$ cat src/rtl/btb_pkg.sv
// Package: shared types for the allocate-on-taken branch target buffer.
// Assumes a 2-bit saturating direction state per entry.
package btb_pkg;
    typedef enum logic [1:0] {
        ST_SNT = 2'd0,
        ST_WNT = 2'd1,
        ST_WT  = 2'd2,
        ST_ST  = 2'd3
    } dir_state_t;
endpackage

$ cat src/rtl/btb_sat_ctr.sv
// Module: next-state and prediction logic for one 2-bit saturating state.
// Purely combinational. Assumes the caller writes nxt only on an update hit.
module btb_sat_ctr
    import btb_pkg::*;
(
    input  dir_state_t cur,
    input  logic       taken,
    output dir_state_t nxt,
    output logic       pred
);
    // Step the state up on taken and down on not taken, stopping at the ends.
    always_comb begin
        nxt = cur;
        if (taken && cur != ST_ST)
            nxt = dir_state_t'(cur + 2'd1);
        else if (!taken && cur != ST_SNT)
            nxt = dir_state_t'(cur - 2'd1);
    end

    // Predict taken in the two upper states.
    assign pred = (cur == ST_WT) || (cur == ST_ST);
endmodule

$ cat src/rtl/btb_entry_array.sv
// Module: direct-mapped entry storage with one combinational read port and
// one registered write port. Allocation happens only on a taken miss.
// Assumes one update at most per cycle. Reads do not see same-cycle writes.
module btb_entry_array
    import btb_pkg::*;
#(
    parameter int PC_W  = 32,
    parameter int IDX_W = 4,
    parameter int TAG_W = 26
) (
    input  logic             clk,
    input  logic             rst_n,
    input  logic [IDX_W-1:0] rd_idx,
    input  logic [TAG_W-1:0] rd_tag,
    output logic             rd_hit,
    output dir_state_t       rd_state,
    output logic [PC_W-1:0]  rd_tgt,
    input  logic             wr_en,
    input  logic [IDX_W-1:0] wr_idx,
    input  logic [TAG_W-1:0] wr_tag,
    input  logic             wr_taken,
    input  logic [PC_W-1:0]  wr_tgt
);
    localparam int N = 1 << IDX_W;

    logic [N-1:0]     valid_vec;
    logic [TAG_W-1:0] tag_arr [N];
    logic [PC_W-1:0]  tgt_arr [N];
    dir_state_t       st_arr  [N];
    logic             wr_hit;

    // Tag compare for the update port.
    assign wr_hit = valid_vec[wr_idx] && (tag_arr[wr_idx] == wr_tag);

    for (genvar i = 0; i < N; i++) begin : g_ent
        logic             v_q;
        logic [TAG_W-1:0] t_q;
        logic [PC_W-1:0]  g_q;
        dir_state_t       s_q;
        dir_state_t       s_nxt;
        logic             s_pred;
        logic             sel;

        assign sel = wr_en && (wr_idx == IDX_W'(i));

        btb_sat_ctr u_ctr (
            .cur   (s_q),
            .taken (wr_taken),
            .nxt   (s_nxt),
            .pred  (s_pred)
        );

        // Entry register: step the state on a hit, allocate on a taken miss.
        always_ff @(posedge clk) begin
            if (!rst_n) begin
                v_q <= 1'b0;
                t_q <= '0;
                g_q <= '0;
                s_q <= ST_SNT;
            end else if (sel) begin
                if (wr_hit) begin
                    s_q <= s_nxt;
                    if (wr_taken) g_q <= wr_tgt;
                end else if (wr_taken) begin
                    v_q <= 1'b1;
                    t_q <= wr_tag;
                    g_q <= wr_tgt;
                    s_q <= ST_ST;
                end
            end
        end

        assign valid_vec[i] = v_q;
        assign tag_arr[i]   = t_q;
        assign tgt_arr[i]   = g_q;
        assign st_arr[i]    = s_q;
    end

    // Lookup read path.
    assign rd_hit   = valid_vec[rd_idx] && (tag_arr[rd_idx] == rd_tag);
    assign rd_state = st_arr[rd_idx];
    assign rd_tgt   = tgt_arr[rd_idx];

    assert_alloc_strong_R3: assert property (@(posedge clk) disable iff (!rst_n)
        (wr_en && !wr_hit && wr_taken) |=>
        (valid_vec[$past(wr_idx)] && st_arr[$past(wr_idx)] == ST_ST));

    assert_nt_miss_noop_R4: assert property (@(posedge clk) disable iff (!rst_n)
        (wr_en && !wr_hit && !wr_taken) |=> $stable(valid_vec));

    assert_taken_rises_R6: assert property (@(posedge clk) disable iff (!rst_n)
        (wr_en && wr_hit && wr_taken) |=>
        (st_arr[$past(wr_idx)] >= $past(st_arr[wr_idx]) && st_arr[$past(wr_idx)] != ST_SNT));

    assert_nt_falls_R7: assert property (@(posedge clk) disable iff (!rst_n)
        (wr_en && wr_hit && !wr_taken) |=>
        (st_arr[$past(wr_idx)] <= $past(st_arr[wr_idx]) && st_arr[$past(wr_idx)] != ST_ST));

    assert_nt_keeps_target_R9: assert property (@(posedge clk) disable iff (!rst_n)
        (wr_en && wr_hit && !wr_taken) |=>
        (tgt_arr[$past(wr_idx)] == $past(tgt_arr[wr_idx])));
endmodule

$ cat src/rtl/btb_alloc_taken.sv
// Module: top of the branch target buffer. It splits the PCs into index and
// tag, drives the entry array and forms the prediction outputs.
// Assumes word-aligned branch PCs (bits [1:0] ignored).
module btb_alloc_taken
    import btb_pkg::*;
#(
    parameter int PC_W  = 32,
    parameter int IDX_W = 4,
    parameter int OFS_W = 2
) (
    input  logic            clk,
    input  logic            rst_n,
    input  logic [PC_W-1:0] lk_pc,
    output logic            lk_hit,
    output logic            lk_taken,
    output logic [PC_W-1:0] lk_target,
    input  logic            up_valid,
    input  logic [PC_W-1:0] up_pc,
    input  logic            up_taken,
    input  logic [PC_W-1:0] up_target
);
    localparam int TAG_LO = OFS_W + IDX_W;
    localparam int TAG_W  = PC_W - TAG_LO;

    logic             rd_hit;
    dir_state_t       rd_state;
    logic [PC_W-1:0]  rd_tgt;
    logic [IDX_W-1:0] lk_idx, up_idx;
    logic [TAG_W-1:0] lk_tag, up_tag;

    // Field split of both PCs.
    assign lk_idx = lk_pc[TAG_LO-1:OFS_W];
    assign lk_tag = lk_pc[PC_W-1:TAG_LO];
    assign up_idx = up_pc[TAG_LO-1:OFS_W];
    assign up_tag = up_pc[PC_W-1:TAG_LO];

    btb_entry_array #(
        .PC_W  (PC_W),
        .IDX_W (IDX_W),
        .TAG_W (TAG_W)
    ) u_arr (
        .clk      (clk),
        .rst_n    (rst_n),
        .rd_idx   (lk_idx),
        .rd_tag   (lk_tag),
        .rd_hit   (rd_hit),
        .rd_state (rd_state),
        .rd_tgt   (rd_tgt),
        .wr_en    (up_valid),
        .wr_idx   (up_idx),
        .wr_tag   (up_tag),
        .wr_taken (up_taken),
        .wr_tgt   (up_target)
    );

    // Prediction outputs: a miss is not taken and returns a zero target.
    always_comb begin
        lk_hit    = rd_hit;
        lk_taken  = rd_hit && (rd_state == ST_WT || rd_state == ST_ST);
        lk_target = rd_hit ? rd_tgt : '0;
    end

    assert_taken_resident_R3: assert property (@(posedge clk) disable iff (!rst_n)
        (up_valid && up_taken) ##1 (lk_pc == $past(up_pc)) |-> lk_hit);

    assert_miss_quiet_R2: assert property (@(posedge clk) disable iff (!rst_n)
        !lk_hit |-> (!lk_taken && lk_target == '0));
endmodule

$ cat config.mk
export PLATFORM = sky130hd
export DESIGN_NAME = btb_alloc_taken
export DESIGN_NICKNAME = d
export VERILOG_FILES = /design/src/rtl/btb_pkg.sv /design/src/rtl/btb_sat_ctr.sv /design/src/rtl/btb_entry_array.sv /design/src/rtl/btb_alloc_taken.sv
export SDC_FILE = /design/constraint.sdc
export NUM_CORES = 2
export LEC_CHECK = 0
export ABC_AREA = 1
export BUFFER_PORTS_ARGS = -buffer_cell sky130_fd_sc_hd__buf_2
export CAP_MARGIN = 40
export CELL_PAD_IN_SITES_DETAIL_PLACEMENT = 0
export CELL_PAD_IN_SITES_GLOBAL_PLACEMENT = 2
export CORE_MARGIN = 5
export CORE_UTILIZATION = 32
export DETAILED_ROUTE_END_ITERATION = 6
export PLACE_DENSITY = 0.79
export SYNTH_ARGS = -nofsm -noshare
export SYNTH_HDL_FRONTEND = slang
export SYNTH_SLANG_ARGS = --single-unit
$ cat constraint.sdc
create_clock -name clk -period 2.23 [get_ports clk]
set_clock_uncertainty 0.15 [all_clocks]
set_input_delay 0 -clock clk [delete_from_list [all_inputs] [get_ports clk]]
set_output_delay 0 -clock clk [all_outputs]
set_load 0.01 [all_outputs]
After elaboration in Yosys (flattened, before gate mapping)
Cells that the tools add are included.
- output and inout port bits: 34
- register bits: 976
- reduce and logical (&&, ||, !) cells: 119
- $add $sub $neg: 32
- equal/unequal tests: 51
- order comparisons: 4
- muxes and demuxes: 66
- bitwise gates (word level): 3
- operators by type and width (operator ; count):
    $bmux W26 S4 ; 2
    $bmux W32 S4 ; 1
    $mux W26 ; 4
    $mux W2 ; 51
    $mux W32 ; 3
    $reduce_and A3 Y1 ; 32
    $eq A26 B26 Y1 ; 2
    $logic_and A1 B1 Y1 ; 51
    $ne A3 B3 Y1 const B ; 16
    $reduce_bool A2 Y1 ; 17
    $add A2 B1 Y2 const B ; 16
    $eq A4 B4 Y1 const B ; 8
    $ne A2 B2 Y1 const B ; 16
    $reduce_and A2 Y1 ; 16
    $sub A2 B1 Y2 const B ; 16
    $eq A4 B3 Y1 const B ; 4
    $ge A5 B5 Y1 const B ; 2
    $lt A4 B5 Y1 const B ; 2
    $not A4 Y5 ; 2
    $bmux W1 S4 ; 2
    $bmux W2 S4 ; 1
    $eq A4 B2 Y1 const B ; 2
    $eq A2 B2 Y1 const B ; 2
    $eq A4 B1 Y1 const B ; 1
    other kinds (5) ; 6

Depth between registers and ports, before layout
- depth after elaboration: 8
- depth in mapped cells: 24
- depth with buffers taken out: 21

By module
Synthesis repeated with hierarchy kept, for this count alone.
- cells, all modules: 8419
- area total of the unflattened synthesis: 52597.9 um2
- by module, submodules not included (module ; area each (um2) ; cells each ; sequential area each (um2) ; times used):
    btb_entry_array ; 50634.8 ; 8045 ; 19538.7 ; 1
    btb_sat_ctr ; 102.6 ; 19 ; 0.0 ; 16
    btb_alloc_taken ; 321.6 ; 70 ; 0.0 ; 1

Worst setup path after synthesis
OpenSTA, ideal clock, no wires.
- path type: input to register
- start point: input up_pc[2]
- end point: register u_arr.g_ent[0].s_q[1]
- setup time: 113 ps
- stages: 23
- data required time: 1967 ps
- path buffers: 5
- setup slack: -125 ps
- arrival time: 2092 ps
- cell sequence: buf_4 > buf_6 > buf_4 > buf_2 > nand2_1 > o21ai_0 > nand2_1 > nand2_1 > nand2_1 > nand2_1 > inv_1 > nand2_1 > a21oi_1 > nand2_1 > nor2_1 > nand2_1 > nor2_1 > buf_2 > nand3_1 > nand3_1 > nand2_1 > nand2_1 > nor2_1
- word-level cells in the longest chain between the ends: 8
- elaborated cells between the ends (all ways): 14
- classes of those cells: eq/ne: 2; mux: 6; bitwise: 1; reduce/logical: 5
- ends and longest elaborated chain (element ; line ; RTL):
    start, declared ; btb_alloc_taken.sv:18 ; input logic [PC_W-1:0] up_pc,
    $not A4 Y5 (not written as such) ; btb_entry_array.sv:33 ; assign wr_hit = valid_vec[wr_idx] && (tag_arr[wr_idx] == wr_tag);
    $bmux W26 S4 ; btb_entry_array.sv:33 ;
    $mux W26 (not written as such) (2 in series) ; btb_entry_array.sv:33 ;
    $eq A26 B26 Y1 ; btb_entry_array.sv:33 ;
    $logic_and A1 B1 Y1 ; btb_entry_array.sv:33 ;
    $ne A3 B3 Y1 (no source line) / $reduce_bool A2 Y1 (equally long branches) ; -- ;
    $reduce_and A3 Y1 (no source line) ; -- ;
    end signal, assigned ; btb_entry_array.sv:62 ; s_q <= s_nxt;
    end, declared ; btb_entry_array.sv:39 ; dir_state_t s_q;
Several ways; a longest one is shown, not always the timed one. The select of a mux whose other input is x is not followed.
A chain may end at the register's enable or synchronous reset.

Worst setup path in the final report
- start point: register u_arr.g_ent[2].t_q[21]
- end point: output lk_target[27]
- word-level cells in the longest chain between the ends: 6
- ends and longest elaborated chain (element ; line ; RTL):
    start, declared ; btb_entry_array.sv:37 ; logic [TAG_W-1:0] t_q;
    start signal, assigned ; btb_entry_array.sv:66 ; t_q <= wr_tag;
    $bmux W26 S4 ; btb_entry_array.sv:80 ; assign rd_hit = valid_vec[rd_idx] && (tag_arr[rd_idx] == rd_tag);
    $mux W26 (not written as such) (2 in series) ; btb_entry_array.sv:80 ;
    $eq A26 B26 Y1 ; btb_entry_array.sv:80 ;
    $logic_and A1 B1 Y1 ; btb_entry_array.sv:80 ;
    $mux W32 ; btb_alloc_taken.sv:60 ; lk_target = rd_hit ? rd_tgt : '0;
    end, declared ; btb_alloc_taken.sv:16 ; output logic [PC_W-1:0] lk_target,
No other way between the ends. The select of a mux whose other input is x is not followed.

==> impl_metrics.ini <==
[status]
run_status = finished with violations
violations = setup timing

[die]
die_y_um = 404.1
die_w_um = 404.1
core_region_area_um2 = 154200
dieArea_um2 = 163300
start_util_pct = 32.22
ios = 134
num_rows = 144

[route]
wl_per_cell_um = 21.29
drc = 0
ant_nets = 0
drt_wl_total_um = 221800
via_per_inst = 5.128
first_pass_iters = 6
drt_iter0_drc = 4165
via_count = 53426

[cells_and_area]
syn_to_final_growth_pct = 33.98
fin_area_um2 = 66570
finalNetCount = 8381
layout-drive-gt1-share_pct = 19.44
mostFrequentLayoutCells = 1460 x nand2_1, 1037 x nor2_1, 995 x o21ai_0
nFillCells = 16014
final_common_cell = nand2_1

[clock_tree]
htree_num_levels = 3
cts_tree = built
clk_pin_slew_ps = 60
clock_path_buffers = 3
clk_latency_ps = 770
numCtsBuffers = 113
cts.sinks = 976
cts_root_buf = clkbuf_16

[global_route]
grt_max_degree = 132
antenna_found_initial = 5
grt_usage_pct = 25.79
grt.overflow.total = 0
grt_pass1_wl_um = 324200
grt_pass1_vias = 49972

[setup_path]
crit_family = buffers and inverters
path_max_fanout = 9
cp.buffers_inverters = 5
timing.rr.start = u_arr.g_ent[6].t_q[18]$_SDFFE_PN0P_
start_kind = flip-flop
endpoint_kind = output pin
crit_top_cell = buf_4
slowest_stage = dfxtp_1
max_stage_delay_ps = 310
crit_start = u_arr.g_ent[2].t_q[21]$_SDFFE_PN0P_
cp_data_required_time_ps = 2080
critPathKind = flip-flop to output pin
cp_data_arrival_time_ps = 3280
worstPathCellList = buf_4 > o21ai_0 > a21oi_1 > o221ai_1 > nand2_1 > nand2_1 > o21ai_0 > nor3_2 > buf_4 > nand3_4 > buf_12 > buf_4 > nor3_4 > buf_2

[min_path]
hold_start = up_target[9]
hold_class = input pin to flip-flop

[yosys]
syn_inst = 7653
ys_warn_count = 0
syn-num-nets = 7753
synth_edf_count = 0
seq_area_frac_synth_pct = 39.32
async_flop_share_pct = 0
syn-cell-area_um2 = 49690
synth_cell_types = 36
synth_ff_type = dfxtp_1
synth-seq-cells = 976
avgSynthCellArea_um2 = 6.493

[power]
powerDensity_nw_per_um2 = 633.7
power_switching_share_pct = 27.33
peakVddDrop_mv = 0.6007
p_int_w = 0.03065
p_clk_share_pct = 45.9
power.switching_w = 0.01153
pwr-share-comb_pct = 12.0
pwr-share-seq_pct = 42.1
p_leak_nw = 26.78

[sta]
rsz0062_at_grt = yes
fin_hold_ws_ps = 88.54
fmax_mhz = 291.3
fin_ws_ps = -1202
slew_headroom_pct = 56.08
hold_viol_final = 0
layout_worst_path_cycle_share_pct = 153.9
final_max_slew_viol_count = 0
worst_pin_slew_ps = 658.9
min_period_ps = 3432
setup_viol_count_final = 498

[placement]
dpl-instance-area_um2 = 59450
portBuffers = 129
routabilityCongestion = 0.8797
dp_hpwl_um = 135200

[job]
max_cap_viol_count = 0
==> layout make-up <==
type                            count  area (µm²)  share of cell area [%]
Inverter                          614        2326                   3.494
Sequential cell                   976       19550                   29.37
Clock buffer                      178        3443                   5.172
Timing Repair Buffer             1180       11730                   17.62
Tap cell                         2044        2557                   3.842
Clock inverter                     29       399.1                  0.5996
Antenna cell                        1       2.502                0.003759
Multi-Input combinational cell   5396       26560                   39.90
==> state kept, by name, indices dropped and copies added (netlist names) <==
name             flops
u_arr.g_ent.g_q    512
u_arr.g_ent.t_q    416
u_arr.g_ent.s_q     32
u_arr.g_ent.v_q     16
==> worst min-delay path, cell delays in order <==
cell	delay, ps
dlygate4sd3_1	530
buf_2	210
o21ai_0	180
nor2_1	40
==> power groups by stage <==
stage	Clock [W]	Sequential (W)	Combinational [W]
after floorplan	0	0.0181	0.00257
after global placement	0	0.0181	0.00473
after detailed placement	0	0.0181	0.00474
after CTS	0.0197	0.0178	0.00494
after global routing	0.0204	0.0178	0.00550
final	0.0193	0.0178	0.00508
==> stage by stage <==
| step | worst slack, ps | total power, W | utilization [%] | instances | TNS [ps] |
|---|---|---|---|---|---|
| floorplan | -32.64 | 0.02069 | - | 7653 | -1697 |
| global placement | -1037 | 0.02286 | 38.55 | 10068 | -386220 |
| detailed placement | -1065 | 0.02288 | 38.55 | 10068 | -401710 |
| CTS | -1222 | 0.04238 | 42.33 | 10385 | -452820 |
| global route | -1317 | 0.04366 | 43.16 | 10418 | -430210 |
| finish | -1202 | 0.04219 | 43.16 | 10418 | -366570 |
==> synth_stat cells (9+ instances only) <==
cell / number / area (µm²)
a211oi_1: 18 / 135.1
a21oi_1: 907 / 4539
buf_1: 70 / 262.8
buf_2: 120 / 600.6
buf_4: 39 / 292.8
buf_6: 14 / 157.7
clkbuf_1: 427 / 1603
clkinv_1: 9 / 33.78
dfxtp_1: 976 / 19540
inv_1: 596 / 2237
inv_2: 9 / 33.78
mux2i_1: 96 / 960.9
nand2_1: 1498 / 5623
nand2_4: 9 / 101.4
nand3_1: 240 / 1201
nor2_1: 1057 / 3968
nor3_1: 43 / 215.2
o2111ai_1: 14 / 122.6
o211ai_1: 127 / 953.4
o21ai_0: 1072 / 5365
o21ai_1: 222 / 1111
o22ai_1: 48 / 300.3
==> timing repair <==
item	CTS	global route
hold endpoints to repair	960	0
setup endpoints to repair	498	498
hold buffers	65	0
gates cloned	21	14
pin swaps	39	45
resized for setup	185	179
setup buffers	27	28
==> cells by family after synthesis <==
| logic type | Yosys count | synth area share [%] |
|---|---|---|
| AO/OA/AOI/OAI | 2421 | 25.43 |
| buffers and inverters | 1284 | 10.51 |
| AND/OR/NAND/NOR | 2864 | 22.59 |
| flip-flops | 976 | 39.32 |
| XOR/XNOR | 12 | 0.2115 |
| multiplexers | 96 | 1.934 |
==> worst paths after layout <==
kind | endpoint | slack, ps | depth (start not counted)
max | lk_target[27] | -1200 | 14
min | u_arr.g_ent[6].g_q[9]$_SDFFE_PN0P_ | 90 | 4
max reg2reg | u_arr.g_ent[5].t_q[10]$_SDFFE_PN0P_ | -810 | 23
min reg2reg | u_arr.g_ent[11].g_q[25]$_SDFFE_PN0P_ | 300 | 2
==> metal layers <==
| metal | wire [µm] | share of wire [%] | vias up | GRT usage [%] |
|---|---|---|---|---|
| met1 | 99390 | 45 | 25219 | 35.04 |
| met5 | 40 | 0.018 | - | 0 |
| li1 | - | - | 26299 | - |
| met4 | 7021 | 3.2 | 6 | 7.265 |
| met3 | 12310 | 5.6 | 347 | 3.164 |
| met2 | 103000 | 46 | 1555 | 43.21 |
Power figures use the tool's default switching activity.
